**config.mk**
```make
export PLATFORM = sky130hd
export DESIGN_NAME = irq_entry_seq
export DESIGN_NICKNAME = d
export VERILOG_FILES = /design/src/rtl/irq_entry_pkg.sv /design/src/rtl/irq_pick.sv /design/src/rtl/irq_pending_reg.sv /design/src/rtl/irq_vec_addr.sv /design/src/rtl/irq_entry_seq.sv
export SDC_FILE = /design/constraint.sdc
export NUM_CORES = 1
export LEC_CHECK = 0
export ABC_AREA = 1
export BUFFER_PORTS_ARGS = -buffer_cell sky130_fd_sc_hd__buf_2
export CELL_PAD_IN_SITES_DETAIL_PLACEMENT = 1
export CELL_PAD_IN_SITES_GLOBAL_PLACEMENT = 1
export CORE_ASPECT_RATIO = 0.75
export CORE_MARGIN = 2
export CORE_UTILIZATION = 37
export CTS_CLUSTER_DIAMETER = 80
export DETAILED_ROUTE_END_ITERATION = 12
export GPL_ROUTABILITY_DRIVEN = 0
export PLACE_DENSITY_LB_ADDON = 0.1
export RECOVER_POWER = 50
export SLEW_MARGIN = 25
export SYNTH_ARGS = -nofsm -noshare
export SYNTH_HDL_FRONTEND = slang
export SYNTH_SLANG_ARGS = --single-unit
```
**constraint.sdc**
```tcl
create_clock -name clk -period 3.3 [get_ports clk]
set_input_delay 0 -clock clk [delete_from_list [all_inputs] [get_ports clk]]
set_output_delay 0 -clock clk [all_outputs]
set_load 0.02 [all_outputs]
```
**src/rtl/irq_entry_pkg.sv**
```systemverilog
package irq_entry_pkg;
   typedef enum logic [2:0] {
      ST_IDLE   = 3'd0,
      ST_PUSH0  = 3'd1,
      ST_PUSH1  = 3'd2,
      ST_PUSH2  = 3'd3,
      ST_VECTOR = 3'd4
   } seq_state_t;

   localparam int RET_BYTES_MAX = 3;
   localparam int RET_W         = 8 * RET_BYTES_MAX;
endpackage

```
**src/rtl/irq_pick.sv**
```systemverilog
module irq_pick #(
   parameter int NUM_SRC = 8,
   parameter int VEC_W   = 4
) (
   input  logic [NUM_SRC-1:0] pend,
   output logic               any,
   output logic [VEC_W-1:0]   vec,
   output logic [NUM_SRC-1:0] clr_mask
);
   logic [NUM_SRC-1:0] lower_seen;

   assign any = |pend;

   // lower_seen[i] is set when some bit below i is pending
   assign lower_seen[0] = 1'b0;
   for (genvar i = 1; i < NUM_SRC; i++) begin : g_chain
      assign lower_seen[i] = lower_seen[i-1] | pend[i-1];
   end

   for (genvar i = 0; i < NUM_SRC; i++) begin : g_mask
      assign clr_mask[i] = pend[i] & ~lower_seen[i];
   end

   always_comb begin
      vec = '0;
      for (int i = 0; i < NUM_SRC; i++) begin
         if (clr_mask[i]) vec = VEC_W'(i + 1);
      end
   end
endmodule

```
**src/rtl/irq_pending_reg.sv**
```systemverilog
module irq_pending_reg #(
   parameter int NUM_SRC = 8
) (
   input  logic               clk,
   input  logic               rst_n,
   input  logic [NUM_SRC-1:0] set,
   input  logic               clr_en,
   input  logic [NUM_SRC-1:0] clr_mask,
   output logic [NUM_SRC-1:0] pend
);
   always_ff @(posedge clk or negedge rst_n) begin
      if (!rst_n) pend <= '0;
      else if (clr_en) pend <= (pend & ~clr_mask) | set;
      else pend <= pend | set;
   end

   assert_set_kept_R10: assert property (@(posedge clk) disable iff (!rst_n)
      (set != '0) |=> ((pend & $past(set)) == $past(set)));

   assert_single_clear_R9: assert property (@(posedge clk) disable iff (!rst_n)
      (clr_en && set == '0 && pend != '0) |=> ($countones(pend) == $countones($past(pend)) - 1));
endmodule

```
**src/rtl/irq_vec_addr.sv**
```systemverilog
module irq_vec_addr #(
   parameter int          PC_W            = 22,
   parameter int          VEC_W           = 4,
   parameter logic [23:0] VEC_BASE        = 24'h0,
   parameter bit          ALLOW_LONG_SLOT = 1'b1
) (
   input  logic [VEC_W-1:0] vec,
   input  logic             long_slot,
   output logic [PC_W-1:0]  target
);
   logic [PC_W-1:0] offset;

   if (ALLOW_LONG_SLOT) begin : g_sel_slot
      assign offset = long_slot ? (PC_W'(vec) << 1) : PC_W'(vec);
   end else begin : g_short_slot
      logic unused_long;
      assign unused_long = long_slot;
      assign offset = PC_W'(vec);
   end

   assign target = VEC_BASE[PC_W-1:0] + offset;
endmodule

```
**src/rtl/irq_entry_seq.sv**
```systemverilog
module irq_entry_seq
   import irq_entry_pkg::*;
#(
   parameter int          NUM_SRC         = 8,
   parameter int          PC_W            = 22,
   parameter int          SP_W            = 16,
   parameter logic [15:0] SP_INIT         = 16'h08FF,
   parameter logic [23:0] VEC_BASE        = 24'h0,
   parameter bit          ALLOW_LONG_SLOT = 1'b1,
   localparam int         VEC_W           = $clog2(NUM_SRC + 1)
) (
   input  logic               clk,
   input  logic               rst_n,
   input  logic [NUM_SRC-1:0] irq_set,
   input  logic               reset_req,
   input  logic [PC_W-1:0]    cur_pc,
   input  logic [1:0]         cfg_pc_bytes,
   input  logic               cfg_long_slot,
   input  logic               gie_wr,
   input  logic               gie_wdata,
   input  logic               sp_wr,
   input  logic [SP_W-1:0]    sp_wdata,
   output logic               gie,
   output logic [SP_W-1:0]    sp,
   output logic [NUM_SRC-1:0] pending,
   output logic               busy,
   output logic               mem_we,
   output logic [SP_W-1:0]    mem_addr,
   output logic [7:0]         mem_wdata,
   output logic               taken,
   output logic [VEC_W-1:0]   taken_vec,
   output logic [PC_W-1:0]    new_pc
);
   if (NUM_SRC < 1 || NUM_SRC > 64) begin : g_bad_src
      $error("NUM_SRC out of range");
   end
   if (PC_W < 8 || PC_W > RET_W) begin : g_bad_pcw
      $error("PC_W out of range");
   end
   if (SP_W < 8 || SP_W > 16) begin : g_bad_spw
      $error("SP_W out of range");
   end

   seq_state_t          state_q, state_d;
   logic [RET_W-1:0]    ret_q;
   logic [1:0]          nbytes_q;
   logic [VEC_W-1:0]    vec_q;
   logic                long_q;
   logic                pick_any;
   logic [VEC_W-1:0]    pick_vec;
   logic [NUM_SRC-1:0]  pick_clr;
   logic                idle, take_rst, take_irq, start;
   logic [1:0]          nbytes_d;

   assign idle     = (state_q == ST_IDLE);
   assign take_rst = idle && reset_req;
   assign take_irq = idle && !reset_req && gie && pick_any;
   assign start    = take_rst || take_irq;

   irq_pick #(.NUM_SRC(NUM_SRC), .VEC_W(VEC_W)) u_pick (
      .pend     (pending),
      .any      (pick_any),
      .vec      (pick_vec),
      .clr_mask (pick_clr)
   );

   irq_pending_reg #(.NUM_SRC(NUM_SRC)) u_pend (
      .clk      (clk),
      .rst_n    (rst_n),
      .set      (irq_set),
      .clr_en   (take_irq),
      .clr_mask (pick_clr),
      .pend     (pending)
   );

   irq_vec_addr #(
      .PC_W(PC_W), .VEC_W(VEC_W), .VEC_BASE(VEC_BASE), .ALLOW_LONG_SLOT(ALLOW_LONG_SLOT)
   ) u_vaddr (
      .vec       (vec_q),
      .long_slot (long_q),
      .target    (new_pc)
   );

   always_comb begin
      unique case (cfg_pc_bytes)
         2'd3:    nbytes_d = 2'd3;
         2'd2:    nbytes_d = 2'd2;
         default: nbytes_d = 2'd1;
      endcase
   end

   always_comb begin
      state_d = state_q;
      unique case (state_q)
         ST_IDLE:   if (start) state_d = ST_PUSH0;
         ST_PUSH0:  state_d = (nbytes_q >= 2'd2) ? ST_PUSH1 : ST_VECTOR;
         ST_PUSH1:  state_d = (nbytes_q == 2'd3) ? ST_PUSH2 : ST_VECTOR;
         ST_PUSH2:  state_d = ST_VECTOR;
         ST_VECTOR: state_d = ST_IDLE;
         default:   state_d = ST_IDLE;
      endcase
   end

   always_ff @(posedge clk or negedge rst_n) begin
      if (!rst_n) begin
         state_q  <= ST_IDLE;
         ret_q    <= '0;
         nbytes_q <= 2'd1;
         vec_q    <= '0;
         long_q   <= 1'b0;
      end else begin
         state_q <= state_d;
         if (start) begin
            ret_q    <= RET_W'(cur_pc);
            nbytes_q <= nbytes_d;
            vec_q    <= take_rst ? '0 : pick_vec;
            long_q   <= cfg_long_slot;
         end
      end
   end

   // enable flag: entry clears it, core writes only while idle
   always_ff @(posedge clk or negedge rst_n) begin
      if (!rst_n) gie <= 1'b0;
      else if (start) gie <= 1'b0;
      else if (idle && gie_wr) gie <= gie_wdata;
   end

   // stack pointer: core writes while idle, post-decrement on each push
   always_ff @(posedge clk or negedge rst_n) begin
      if (!rst_n) sp <= SP_INIT[SP_W-1:0];
      else if (mem_we) sp <= sp - 1'b1;
      else if (idle && sp_wr) sp <= sp_wdata;
   end

   assign busy      = !idle;
   assign mem_we    = (state_q == ST_PUSH0) || (state_q == ST_PUSH1) || (state_q == ST_PUSH2);
   assign mem_addr  = sp;
   assign taken     = (state_q == ST_VECTOR);
   assign taken_vec = vec_q;

   always_comb begin
      unique case (state_q)
         ST_PUSH1: mem_wdata = ret_q[15:8];
         ST_PUSH2: mem_wdata = ret_q[23:16];
         default:  mem_wdata = ret_q[7:0];
      endcase
   end

   assert_reset_vec0_R2: assert property (@(posedge clk) disable iff (!rst_n)
      (!busy && reset_req) |=> (busy && vec_q == '0));

   assert_no_take_R3: assert property (@(posedge clk) disable iff (!rst_n)
      (!busy && !reset_req && (!gie || pending == '0)) |=> !busy);

   assert_lowest_R4: assert property (@(posedge clk) disable iff (!rst_n)
      (take_irq) |=> (taken_vec != '0 && !pending[taken_vec - 1'b1]) || $past(irq_set) != '0);

   assert_push_step_R6: assert property (@(posedge clk) disable iff (!rst_n)
      mem_we |=> (sp == $past(mem_addr) - 1'b1));

   assert_gie_clear_R8: assert property (@(posedge clk) disable iff (!rst_n)
      taken |-> !gie);

   assert_taken_pulse_R11: assert property (@(posedge clk) disable iff (!rst_n)
      taken |=> !taken);

   assert_busy_hold_R12: assert property (@(posedge clk) disable iff (!rst_n)
      (busy && !mem_we) |=> $stable(sp));
endmodule

```
=== Word-level counts from Yosys, hierarchy flattened ===
Cells that the tools add are included.

* $add $sub $neg: 1
* $lt $le $gt $ge: 1
* Equal/unequal tests: 8
* Mux-type cells: 21
* Bitwise operators: 24
* Reductions and logical operators: 15

{| class="wikitable"
|+ Operators with widths
! kind !! count
|-
| 16-bit 2-to-1 mux || 2
|-
| 4-bit 2-to-1 mux || 8
|-
| 8-bit bitwise OR || 2
|-
| 8-bit one-hot mux with 2 select lines || 1
|-
| 16-bit by 1-bit subtractor with 16-bit output (second input constant) || 1
|-
| 3-bit one-hot mux with 4 select lines || 1
|-
| 3-bit 2-to-1 mux || 3
|-
| 8-bit bitwise AND || 1
|-
| 8-bit 2-to-1 mux || 1
|-
| 8-bit NOT || 1
|-
| 8-bit OR reduction || 1
|-
| 1-bit bitwise AND || 7
|-
| 1-bit NOT || 7
|-
| 2-bit == test (second input constant) || 3
|-
| 3-bit by 2-bit == test with 1-bit output (second input constant) || 2
|-
| 1-bit logical AND || 6
|-
| 1-bit bitwise OR || 6
|-
| 5-bit 2-to-1 mux || 1
|-
| 2-bit one-hot mux with 2 select lines || 1
|-
| 2-bit nonzero test || 2
|-
| 3-bit by 1-bit == test with 1-bit output (second input constant) || 1
|-
| 3-bit == test (second input constant) || 1
|-
| 3-bit zero test || 1
|-
| 1-bit logical OR || 3
|-
| other kinds (4) || 7
|}

* Bits in registers: 57
* Input bits: 55
* Output and inout bits: 78

=== Longest topological paths before layout ===
Gate-level depths: netlist (run 1).

* Depth after elaboration: 12
* Gate-level depth with buffers: 9
* Mapped depth without buffers: 9

=== Hierarchy ===
Synthesis (run 1) repeated with hierarchy kept, for this count alone.

* Cells, all modules: 466
* Area total of the unflattened synthesis: 3437.0 µm²

{| class="wikitable"
|+ By module, submodules not included
! module !! times used !! cells an instance !! area an instance (µm²) !! sequential area each (µm²)
|-
| irq_entry_seq || 1 || 362 || 2732.6 || 1238.7
|-
| irq_pending_reg || 1 || 41 || 325.3 || 200.2
|-
| irq_pick || 1 || 31 || 195.2 || 0.0
|-
| irq_vec_addr || 1 || 32 || 183.9 || 0.0
|}

=== Worst setup path before layout (run 1) ===
OpenSTA, ideal clock, no wires.

* Kind: reg-to-reg
* Start point: reg sp[0], in the netlist mem_addr[0]
* End point: reg sp[14], in the netlist mem_addr[14]
* Setup time: 0.117 ns
* Data arrival time: 1.393 ns
* Slack: 1.790 ns
* Cell stages (with the launch flop): 9
* Path buffers: 0
* Period minus slack after synthesis: 1.510 ns
* Cells stage by stage: dfstp_2 -> inv_1 -> ha_1 -> nand2_1 -> nor2_1 -> nand3_1 -> nand3_1 -> nand2_1 -> nand2_1

* Longest elaborated chain between the ends: 2

{| class="wikitable"
|+ Ends and longest elaborated chain
! element !! RTL line !! source
|-
| start: declaration || irq_entry_seq.sv:24 || <nowiki>output logic [SP_W-1:0] sp,</nowiki>
|-
| start signal: assignment || irq_entry_seq.sv:131 || <nowiki>if (!rst_n) sp <= SP_INIT[SP_W-1:0];</nowiki>
|-
| start signal: assignment || irq_entry_seq.sv:132 || <nowiki>else if (mem_we) sp <= sp - 1'b1;</nowiki>
|-
| start signal: assignment || irq_entry_seq.sv:133 || <nowiki>else if (idle && sp_wr) sp <= sp_wdata;</nowiki>
|-
| 16-bit by 1-bit subtractor with 16-bit output || irq_entry_seq.sv:132 ||
|-
| 16-bit 2-to-1 mux || irq_entry_seq.sv:132 ||
|}

Every way passes these cells.
A chain may end at the register's enable or synchronous reset.

=== Worst setup path in the final report (run 1) ===
* Start point: reg u_pend.pend[1]
* End point: reg nbytes_q[0]

* Longest elaborated chain between the ends: 3

{| class="wikitable"
|+ Ends and longest elaborated chain
! element !! RTL line !! source
|-
| start: declaration || irq_pending_reg.sv:9 || <nowiki>output logic [NUM_SRC-1:0] pend</nowiki>
|-
| start signal: assignment || irq_pending_reg.sv:13 || <nowiki>else if (clr_en) pend <= (pend & ~clr_mask) | set;</nowiki>
|-
| start signal: assignment || irq_pending_reg.sv:14 || <nowiki>else pend <= pend | set;</nowiki>
|-
| 8-bit OR reduction || irq_pick.sv:12 || <nowiki>assign any = |pend;</nowiki>
|-
| 1-bit logical AND || irq_entry_seq.sv:57 || <nowiki>assign take_irq = idle && !reset_req && gie && pick_any;</nowiki>
|-
| 1-bit logical OR || irq_entry_seq.sv:58 || <nowiki>assign start = take_rst || take_irq;</nowiki>
|-
| end signal: assignment || irq_entry_seq.sv:115 || <nowiki>nbytes_q <= nbytes_d;</nowiki>
|-
| end: declaration || irq_entry_seq.sv:46 || <nowiki>logic [1:0] nbytes_q;</nowiki>
|}

Every way passes these cells.

==> flow_summary.toml, run 1 <==
[run_status]
status = "complete, but fails checks"
violations = "max-capacitance violations, max-slew violations"

[place]
dp_slack_ns = 1.41
place_inst = 686
hpwl_mm = 7.24
portBuffers = 115

[clock_network]
clk_path_buf_depth = 2
tritoncts = "built"
cts.clk_slew.worst_paths_ns = 0.05
cts_buffers = 9
htree_levels = 3
worstSkewPairLatency_ns = 0.32
cts_sinks = 57
root_buffer = "clkbuf_16"
post_cts_resized = 0

[die]
core_um2 = 9050
fp.dieW_um = 115
pin_count = 133
start_util_pct = 38.1
die_h_um = 87.6
design.die.area_um2 = 10100
num_rows = 30

[critical_path]
crit_type = "reg2reg"
critical-path-max-stage-delay_ns = 0.56
crit_top_cell = "nand2_1"
cp_slowest_cell = "dlygate4sd3_1"
critPathMaxFanout = 33
path_buf_inv = 1
crit_chain = "nor2_4 > nand2_2 > nor2_2 > nand2_1 > nand2_4 > nand2_8 > o21ai_0 > dlygate4sd3_1 > nand2_1"
start_kind = "flop"
reg2reg_depth = 9
end_kind = "flop"
crit_cells = 9
crit_family = "simple AND/OR/NAND/NOR gates"
critPathRequiredTime_ns = 3.55
arrival_ns = 2.54

[hold_path]
worstHoldPathCells = 5
hp-class = "in2reg"

[layout]
areaGrowthSynthToFinish_pct = 32.9
diodes = 0
fin_cells = 746
drive_above_1_share_pct = 18.1
finalNetCount = 669

[timing]
hold_viol = 0
fin_skew_ns = 0.00561
rsz0062_at_grt = "false"
setup_viol = 0
setup_ws_ns = 1.01
slew-limit-headroom_pct = -48.6
layout_min_cycle_time_ns = 2.29
tightestPinTransition_ns = 2.23
post-route-period-util_pct = 69.3
fin_hold_ws_ns = 0.0209
setup_tns_ns = 0
slew_violations = 40
fmax_ghz = 0.438

[power_and_ir_drop]
peakVddDrop_mv = 0.388
power.total_mw = 4.39
power_density_nw_per_um2 = 959
p_leak_nw = 2.31

[run]
maxCapViolCount = 1

[grt]
grt_max_degree = 40
grt_antenna_before_repair = 0
grt_pass1_vias = 3467
grt_pass1_wl_mm = 16.9
grt-ovfl-total = 0
grt_util_all_layers_pct = 21.7

[route]
postRouteAntennaNets = 0
wl_mm = 10.7
dr_total_vias = 3515
viasPerCell = 4.71
first_pass_iters = 4
drt_iter0_markers = 147
route.detailed.drc = 0
post_drt_wl_per_cell_um = 14.4

[logic_synthesis]
syn_area_per_cell_um2 = 7.30
ys_ff_latch = 57
syn_area_um2 = 3450
synthCells = 472
yosys_warnings = 0
yosysUniqueCellTypes = 34
seq_area_frac_synth_pct = 41.7
-- layer usage --
layer	track usage, %	up-vias	part of all wire (%)
li1	-	1732	-
met1	27.9	1675	45
met2	36.1	96	49
met3	5.19	12	4.7
met4	7.34	0	1.3
met5	0	-	0
-- synth_stat cells --
cell type  count  area share [%]
a211oi_1       1            0.22
a21o_1         1            0.22
a21oi_1        5            0.73
a21oi_2        1            0.25
a22o_1         2            0.51
a22oi_1        2            0.44
buf_2          4            0.58
buf_4         37             8.1
buf_6          4             1.3
clkbuf_1       1            0.11
conb_1         1            0.11
dfrtp_1       47              34
dfstp_2       10             7.6
ha_1           1            0.36
inv_1         34             3.7
inv_2          4            0.44
inv_4          1            0.18
nand2_1      162              18
nand2_2        3            0.54
nand2_4        3            0.98
nand2_8        1            0.58
nand3_1       57             8.3
nand3b_1       4            0.87
nand4_1        1            0.18
nor2_1        49             5.3
nor2_2         2            0.36
nor2_4         4             1.3
nor3_1         4            0.58
o211ai_1       4            0.87
o21ai_0       16             2.3
o21ai_1        1            0.15
o21bai_1       3            0.65
o31ai_1        1            0.22
or2_2          1            0.18
-- final timing paths --
path                                          start                  endpoint  slack (ns)
setup / recovery           u_pend.pend[1]$_DFF_PN0_   nbytes_q[0]$_DFFE_PN1P_        1.01
hold / removal                          sp_wdata[8]   mem_addr[8]$_DFFE_PN0P_        0.02
setup reg to reg           u_pend.pend[1]$_DFF_PN0_   nbytes_q[0]$_DFFE_PN1P_        1.01
hold reg to reg             nbytes_q[0]$_DFFE_PN1P_   nbytes_q[0]$_DFFE_PN1P_        0.50
max in group asynchronous                     rst_n   mem_addr[5]$_DFFE_PN1P_        1.07
min in group asynchronous                     rst_n  mem_addr[14]$_DFFE_PN0P_        0.87
-- worst register-to-register path, delay by kind of cell, from the launching register on --
family | cells | cell delay [ns]
AOI/OAI and AO/OA | 1 | 0.12
and+or+nand+nor | 7 | 1.10
buffers and inverters | 1 | 0.56
DFF | 1 | 0.42
-- power by group --
group          internal (mW)  total, mW  switching (mW)
sequential              1.03       1.35           0.313
combinational          0.657       2.12            1.47
clock                  0.598      0.921           0.322
-- per-stage QoR --
| stage | instance area [um^2] | utilization [%] |
|---|---|---|
| final | 4580 | 50.6 |
| after floorplan | 3510 | - |
| after global routing | 4580 | 50.6 |
| after CTS | 4640 | 51.3 |
| after global placement | 3900 | 43.2 |
| after detailed placement | 3900 | 43.2 |
-- what timing repair did --
action                    CTS  global route
hold buffers               44             0
hold endpoints to repair   76             0
buffers inserted            0             0
-- layout make-up --
type                    count  area (um^2)
clock buffers              10          239
flip-flops and latches     57         1440
repair buffers            160          963
well taps                 128          160
clock inverters             6         57.6
multi-input cells         346         1570
fillers                  1211         4470
inverters                  39          149
-- flip-flops by register name, summed over array words and instances, names as in the netlist --
register,flops
ret_q,22
mem_addr,16
u_pend.pend,8
taken_vec,4
state_q,3
nbytes_q,2
gie,1
long_q,1
-- cells in the final DEF (no fill, tap or decap), drive strengths merged, types with 6 or more instances in the layout --
cell         instances
dfrtp               47
o21ai               17
buf                 68
conb                17
a21oi                6
clkbuf              58
inv                 39
nor2                55
nand3               57
dlygate4sd3         44
dfstp               10
nand2              169
-- cells by family after synthesis --
| logic type | share of synthesized area (%) |
|---|---|
| and+or+nand+nor | 36.8 |
| other | 0.109 |
| DFF | 41.7 |
| adders and majority gates | 0.363 |
| AOI/OAI and AO/OA | 6.57 |
| buffers and inverters | 14.4 |
(Power assumes the default switching activity.)
==> run 2: changes to the inputs <==
ABC_AREA = 0   (was 1)
CORE_UTILIZATION = 36   (was 37)
clock period = 2.18 ns   (was 3.3 ns; I/O delays follow)
==> run 2 against run 1 <==
Compared with the run above: the run now ends clean; worst setup slack worse by 0.94 ns; power up 51%; worst hold slack worse by 0.014 ns; maximum frequency up 8.5%; non-clock buffer count up 12; count of clock-buffer cells in the layout up 3; routed wire length down 9.1%; area after synthesis down 3.5%; largest power group unchanged.
==> flow_summary.toml, run 2 <==
[grt]
grt-ovfl-total = 0
grt.met3_usage_pct = 4.66
grt_pass1_wl_mm = 15.6
grt_pass1_vias = 3045
met1_usage_pct = 28.7
grt_antenna_before_repair = 0
grt_max_degree = 35
use_met2_pct = 31.9
grt.busiest_layer = "met2"
grt_util_all_layers_pct = 20.4

[hold_path]
worstHoldPathCells = 3
hp-class = "in2reg"
hp-start = "sp_wdata[1]"
min_to = "mem_addr[1]$_DFFE_PN1P_"

[route]
first_pass_iters = 5
viasPerCell = 4.97
post_drt_wl_per_cell_um = 16.3
route.detailed.drc = 0
dr_total_vias = 2961
postRouteAntennaNets = 0
wl_mm = 9.74
drt_iter0_markers = 72

[die]
num_rows = 30
start_util_pct = 36.9
pin_count = 133
fp.dieW_um = 115
core_um2 = 9010
die_h_um = 87.2
design.die.area_um2 = 10000

[logic_synthesis]
yosysUniqueCellTypes = 55
synthArstFlopShare_pct = 100
synthCells = 327
synthFlopType = "dfrtp_1"
syn_area_per_cell_um2 = 10.2
ys_ff_latch = 57
yosys_warnings = 0
synth.area.top_cells = "dfrtp_1, mux2_4, dfstp_2"
synth_most_common_cell = "dfrtp_1"
syn_area_um2 = 3330
ys_top_cells_by_count = "dfrtp_1, buf_4, o21ai_0, nor2_1, mux2_4"
seq_area_frac_synth_pct = 43.3
synth_top_area_share_pct = 35.4
yosysTopAreaCell = "dfrtp_1"
synth_edf_count = 0

[critical_path]
reg2reg_depth = 4
start_kind = "flop"
arrival_ns = 2.31
crit_type = "reg2reg"
reg2reg_slack_ns = 0.07
critPathMaxFanout = 28
r2r_end = "ret_q[13]$_DFFE_PN0P_"
critPathRequiredTime_ns = 2.38
end_kind = "flop"
r2r-start = "state_q[1]$_DFFE_PN0P_"

[timing]
post-route-period-util_pct = 96.7
tightestPinTransition_ns = 1.31
rsz0062_at_grt = "true"
setup_viol = 0
setup_ws_ns = 0.0728
fin_hold_ws_ns = 0.00734
slew-limit-headroom_pct = 12.6
fmax_ghz = 0.475
layout_min_cycle_time_ns = 2.11
slew_violations = 0
hold_viol = 0
fin_skew_ns = 0.00548

[power_and_ir_drop]
p_seq_share_pct = 29.5
swShare_pct = 42.5
internal_power_mw = 3.81
power_density_nw_per_um2 = 1460
power.share.combinational_pct = 51.1
peakVddDrop_mv = 0.757
switchingPower_mw = 2.82
p_leak_nw = 2.05
clock_power_share_pct = 19.4

[layout]
fin_cells = 596
diodes = 0
largest_reg_flops = 22
layout_commonest_cell = "buf_2"
areaGrowthSynthToFinish_pct = 36.8
drive_above_1_share_pct = 35.5
layout_common_cells = "buf_2, dfrtp_1, dlygate4sd3_1"
fillers = 1058
finalNetCount = 535
regMostFlops = "ret_q"

[clock_network]
cts_setup_buffers = 0
cts_sinks = 57
tritoncts = "built"
cts.clk_slew.worst_paths_ns = 0.05
root_buffer = "clkbuf_16"
worstSkewPairLatency_ns = 0.32
cts_buffers = 9
clk_path_buf_depth = 2
htree_levels = 3

[place]
portBuffers = 115
place_inst = 539
hpwl_mm = 6.79
dp_slack_ns = 0.0337

[run_status]
status = "complete, no violations"

[run]
maxCapViolCount = 0
run 2: how the worst max path moves through the flow:
| stage | from | to | slack (ns) | depth (start not counted) |
|---|---|---|---|---|
| 3_5_place_dp | mem_addr[0]$_DFFE_PN1P_ | mem_addr[12]$_DFFE_PN0P_ | 0.03 | 6 |
| 6_report | state_q[1]$_DFFE_PN0P_ | ret_q[13]$_DFFE_PN0P_ | 0.07 | 4 |
| 2_1_floorplan | u_pend.pend[3]$_DFF_PN0_ | ret_q[0]$_DFFE_PN0P_ | 0.16 | 5 |
| 4_1_cts | mem_addr[0]$_DFFE_PN1P_ | mem_addr[12]$_DFFE_PN0P_ | 0.02 | 6 |
| 5_1_grt | state_q[1]$_DFFE_PN0P_ | ret_q[15]$_DFFE_PN0P_ | -0.03 | 4 |
| 3_3_place_gp | mem_addr[0]$_DFFE_PN1P_ | mem_addr[12]$_DFFE_PN0P_ | 0.10 | 6 |
run 2: kinds of logic after synthesis:
| group | share of synthesized area (%) |
|---|---|
| simple gates | 15.9 |
| flops | 43.3 |
| fa+ha+maj | 0.376 |
| compound gates | 14.7 |
| xor+xnor | 0.263 |
| mux | 14.4 |
| buf+inv | 10.9 |
| other cells | 0.113 |
run 2: layer usage:
layer | share of wire, % | up-vias
li1 | - | 1429
met1 | 49 | 1422
met2 | 45 | 104
met3 | 4.8 | 6
met4 | 0.89 | 0
met5 | 0 | -
run 2: power groups by stage:
stage          clock [mW]  combinational [mW]  sequential, mW
6_report             1.29                3.39            1.96
2_1_floorplan           0                2.40            2.07
3_3_place_gp            0                3.29            1.94
4_1_cts              1.32                3.45            1.95
3_5_place_dp            0                3.38            1.96
5_1_grt              1.37                3.72            2.02
run 2: stage by stage:
stage	instance area, um^2	util (%)	power [mW]	TNS [ns]
floorplan	3390	-	4.47	0
global placement	3900	43.3	5.23	0
detailed placement	3900	43.3	5.34	0
CTS	4590	50.9	6.72	0
global route	4550	50.5	7.11	-0.155
finish	4550	50.5	6.63	0
run 2: layout make-up:
| cell class | count | area (um^2) | area share [%] |
|---|---|---|---|
| multi-input combinational | 231 | 1590 | 34.9 |
| sequential | 57 | 1440 | 31.7 |
| timing repair buffer | 172 | 1070 | 23.6 |
| clock buffer | 13 | 260 | 5.72 |
| tap | 112 | 140 | 3.08 |
| inverter | 8 | 30.0 | 0.660 |
| clock inverter | 3 | 15.0 | 0.330 |
run 2: timing repair:
action,in CTS,in global routing
endpoints found under the hold margin,52,0
resized for setup,0,3
endpoints found under the setup margin,0,14
hold buffers,41,0
run 2: critical path: stages (launching register included):
cell and delay [ns]:
dfrtp_1 0.40, nor3_4 0.20, o21ai_1 0.15, nor2_4 0.81, mux2_2 0.42
==> run 3: changes to the inputs <==
--- a/config.mk
+++ b/config.mk
@@ -8,2 +8,3 @@
 export ABC_AREA = 0
+export ABC_CLOCK_PERIOD_IN_PS = 2180
 export BUFFER_PORTS_ARGS = -buffer_cell sky130_fd_sc_hd__buf_2
--- a/constraint.sdc
+++ b/constraint.sdc
@@ -3,2 +3,2 @@
 set_output_delay 0 -clock clk [all_outputs]
-set_load 0.02 [all_outputs]
+set_load 0.01 [all_outputs]
==> run 3 against run 2 <==
Compared with the run above: global-route usage did not move; maximum frequency barely moved; sequential cell count did not move; utilization fell by 0.14 points; non-clock buffer count did not move; die area did not move; count of clock-buffer cells in the layout did not move; clock skew barely moved; final cell count did not move; sequential power barely moved; sequential share of layout area rose by 0.087 points; critical path type unchanged; critical endpoint unchanged.
==> flow_summary.toml, run 3 (same netlist as run 2, synthesis figures left out) <==
[die]
start_util_pct = 36.9
die_h_um = 87.2
design.die.area_um2 = 10000
num_rows = 30
core_um2 = 9010
pin_count = 133
fp.dieW_um = 115

[critical_path]
critical-path-max-stage-delay_ns = 0.81
path_buf_inv = 0
cp_slowest_cell = "nor2_4"
start_kind = "flop"
critPathMaxFanout = 28
end_kind = "flop"
crit_chain = "nor3_4 > o21ai_1 > nor2_4 > mux2_2"
arrival_ns = 2.31
crit_type = "reg2reg"
critPathRequiredTime_ns = 2.38
crit_family = "simple AND/OR/NAND/NOR gates"

[power_and_ir_drop]
switchingPower_mw = 2.45
power.share.combinational_pct = 48.1
power.total_mw = 6.24
internal_power_mw = 3.79
power_density_nw_per_um2 = 1380
swShare_pct = 39.2
p_leak_nw = 2.04
p_seq_share_pct = 31.3
peakVddDrop_mv = 0.601
clock_power_share_pct = 20.6

[grt]
grt_pass1_wl_mm = 15.6
grt_util_all_layers_pct = 20.4
grt_pass1_vias = 3045
grt_max_degree = 35
grt-ovfl-total = 0
grt_antenna_before_repair = 0

[timing]
layout_min_cycle_time_ns = 2.11
fin_hold_ws_ns = 0.00708
fin_skew_ns = 0.00523
fmax_ghz = 0.475
slew_violations = 0
slew-limit-headroom_pct = 12.6
rsz0062_at_grt = "true"
hold_viol = 0
setup_tns_ns = 0
tightestPinTransition_ns = 1.31
post-route-period-util_pct = 96.7
setup_viol = 0

[place]
portBuffers = 115
hpwl_mm = 6.79
place_inst = 539
dpl-instance-area_um2 = 3900

[run]
maxCapViolCount = 0

[clock_network]
cts_sinks = 57
cts_setup_buffers = 0
cts.clk_slew.worst_paths_ns = 0.05
root_buffer = "clkbuf_16"
cts_buffers = 9
htree_levels = 3
tritoncts = "built"
worstSkewPairLatency_ns = 0.32
clk_path_buf_depth = 2

[layout]
layout_commonest_cell = "buf_2"
layout_common_cells = "buf_2, dfrtp_1, dlygate4sd3_1"
largest_reg_flops = 22
drive_above_1_share_pct = 35.5
areaGrowthSynthToFinish_pct = 36.4
diodes = 0
fin_cells = 596
stdcell_area_um2 = 4540
regMostFlops = "ret_q"
finalNetCount = 535

[hold_path]
hp-class = "in2reg"

[run_status]
status = "complete, no violations"

[route]
dr_total_vias = 2957
post_drt_wl_per_cell_um = 16.4
wl_mm = 9.75
first_pass_iters = 6
viasPerCell = 4.96
drt_iter0_markers = 75
postRouteAntennaNets = 0
route.detailed.drc = 0
-- run 3: cell counts in the layout (fill, tap and decap cells not counted) --
No cell type changed its count.
-- run 3: worst reg2reg max path: cells and delay by family, from the launching register on --
| family | cells | cell delay [ns] |
|---|---|---|
| AOI/OAI and AO/OA | 1 | 0.15 |
| DFF | 1 | 0.40 |
| muxes | 1 | 0.44 |
| and+or+nand+nor | 2 | 1.01 |
-- run 3: power groups by stage --
stage | Clock [mW] | Sequential, mW | Combinational (mW)
5_1_grt | 1.37 | 2.02 | 3.33
3_3_place_gp | 0 | 1.94 | 2.92
3_5_place_dp | 0 | 1.96 | 3.01
6_report | 1.28 | 1.95 | 3.00
2_1_floorplan | 0 | 1.95 | 2.14
4_1_cts | 1.32 | 1.95 | 3.07
-- run 3: final timing paths --
check,start,to,slack (ns),depth (start not counted)
max reg2reg,state_q[1]$_DFFE_PN0P_,ret_q[13]$_DFFE_PN0P_,0.07,4
min in group asynchronous,rst_n,u_pend.pend[4]$_DFF_PN0_,0.50,2
min,sp_wdata[1],mem_addr[1]$_DFFE_PN1P_,0.007,3
max in group asynchronous,rst_n,nbytes_q[0]$_DFFE_PN1P_,0.42,3
max,state_q[1]$_DFFE_PN0P_,ret_q[13]$_DFFE_PN0P_,0.07,4
min reg2reg,ret_q[11]$_DFFE_PN0P_,ret_q[11]$_DFFE_PN0P_,0.50,1
-- run 3: what timing repair did --
action | in CTS | in global routing
hold buffers | 41 | 0
setup endpoints to repair | 0 | 14
resized for setup | 0 | 3
hold endpoints to repair | 52 | 0
-- run 3: cell type report --
class                           instances  area (um^2)
Clock inverter                          3         15.0
Sequential cell                        57         1440
Inverter                                8         30.0
Tap cell                              112          140
Multi-Input combinational cell        231         1590
Timing Repair Buffer                  172         1060
Clock buffer                           13          260
Fill cell                            1058         4470
-- run 3: layer usage --
layer | up-vias | track usage [%] | wire (um)
met5 | - | 0 | 0
met4 | 0 | 5.37 | 72
met3 | 4 | 4.66 | 465
met2 | 96 | 31.9 | 4420
met1 | 1428 | 28.7 | 4790
li1 | 1429 | - | -
-- run 3: stage by stage --
| stage | setup slack [ns] | utilization, % |
|---|---|---|
| floorplan | 0.209 | - |
| global placement | 0.100 | 43.3 |
| detailed placement | 0.0337 | 43.3 |
| CTS | 0.0211 | 50.9 |
| global route | -0.0290 | 50.3 |
| finish | 0.0730 | 50.3 |
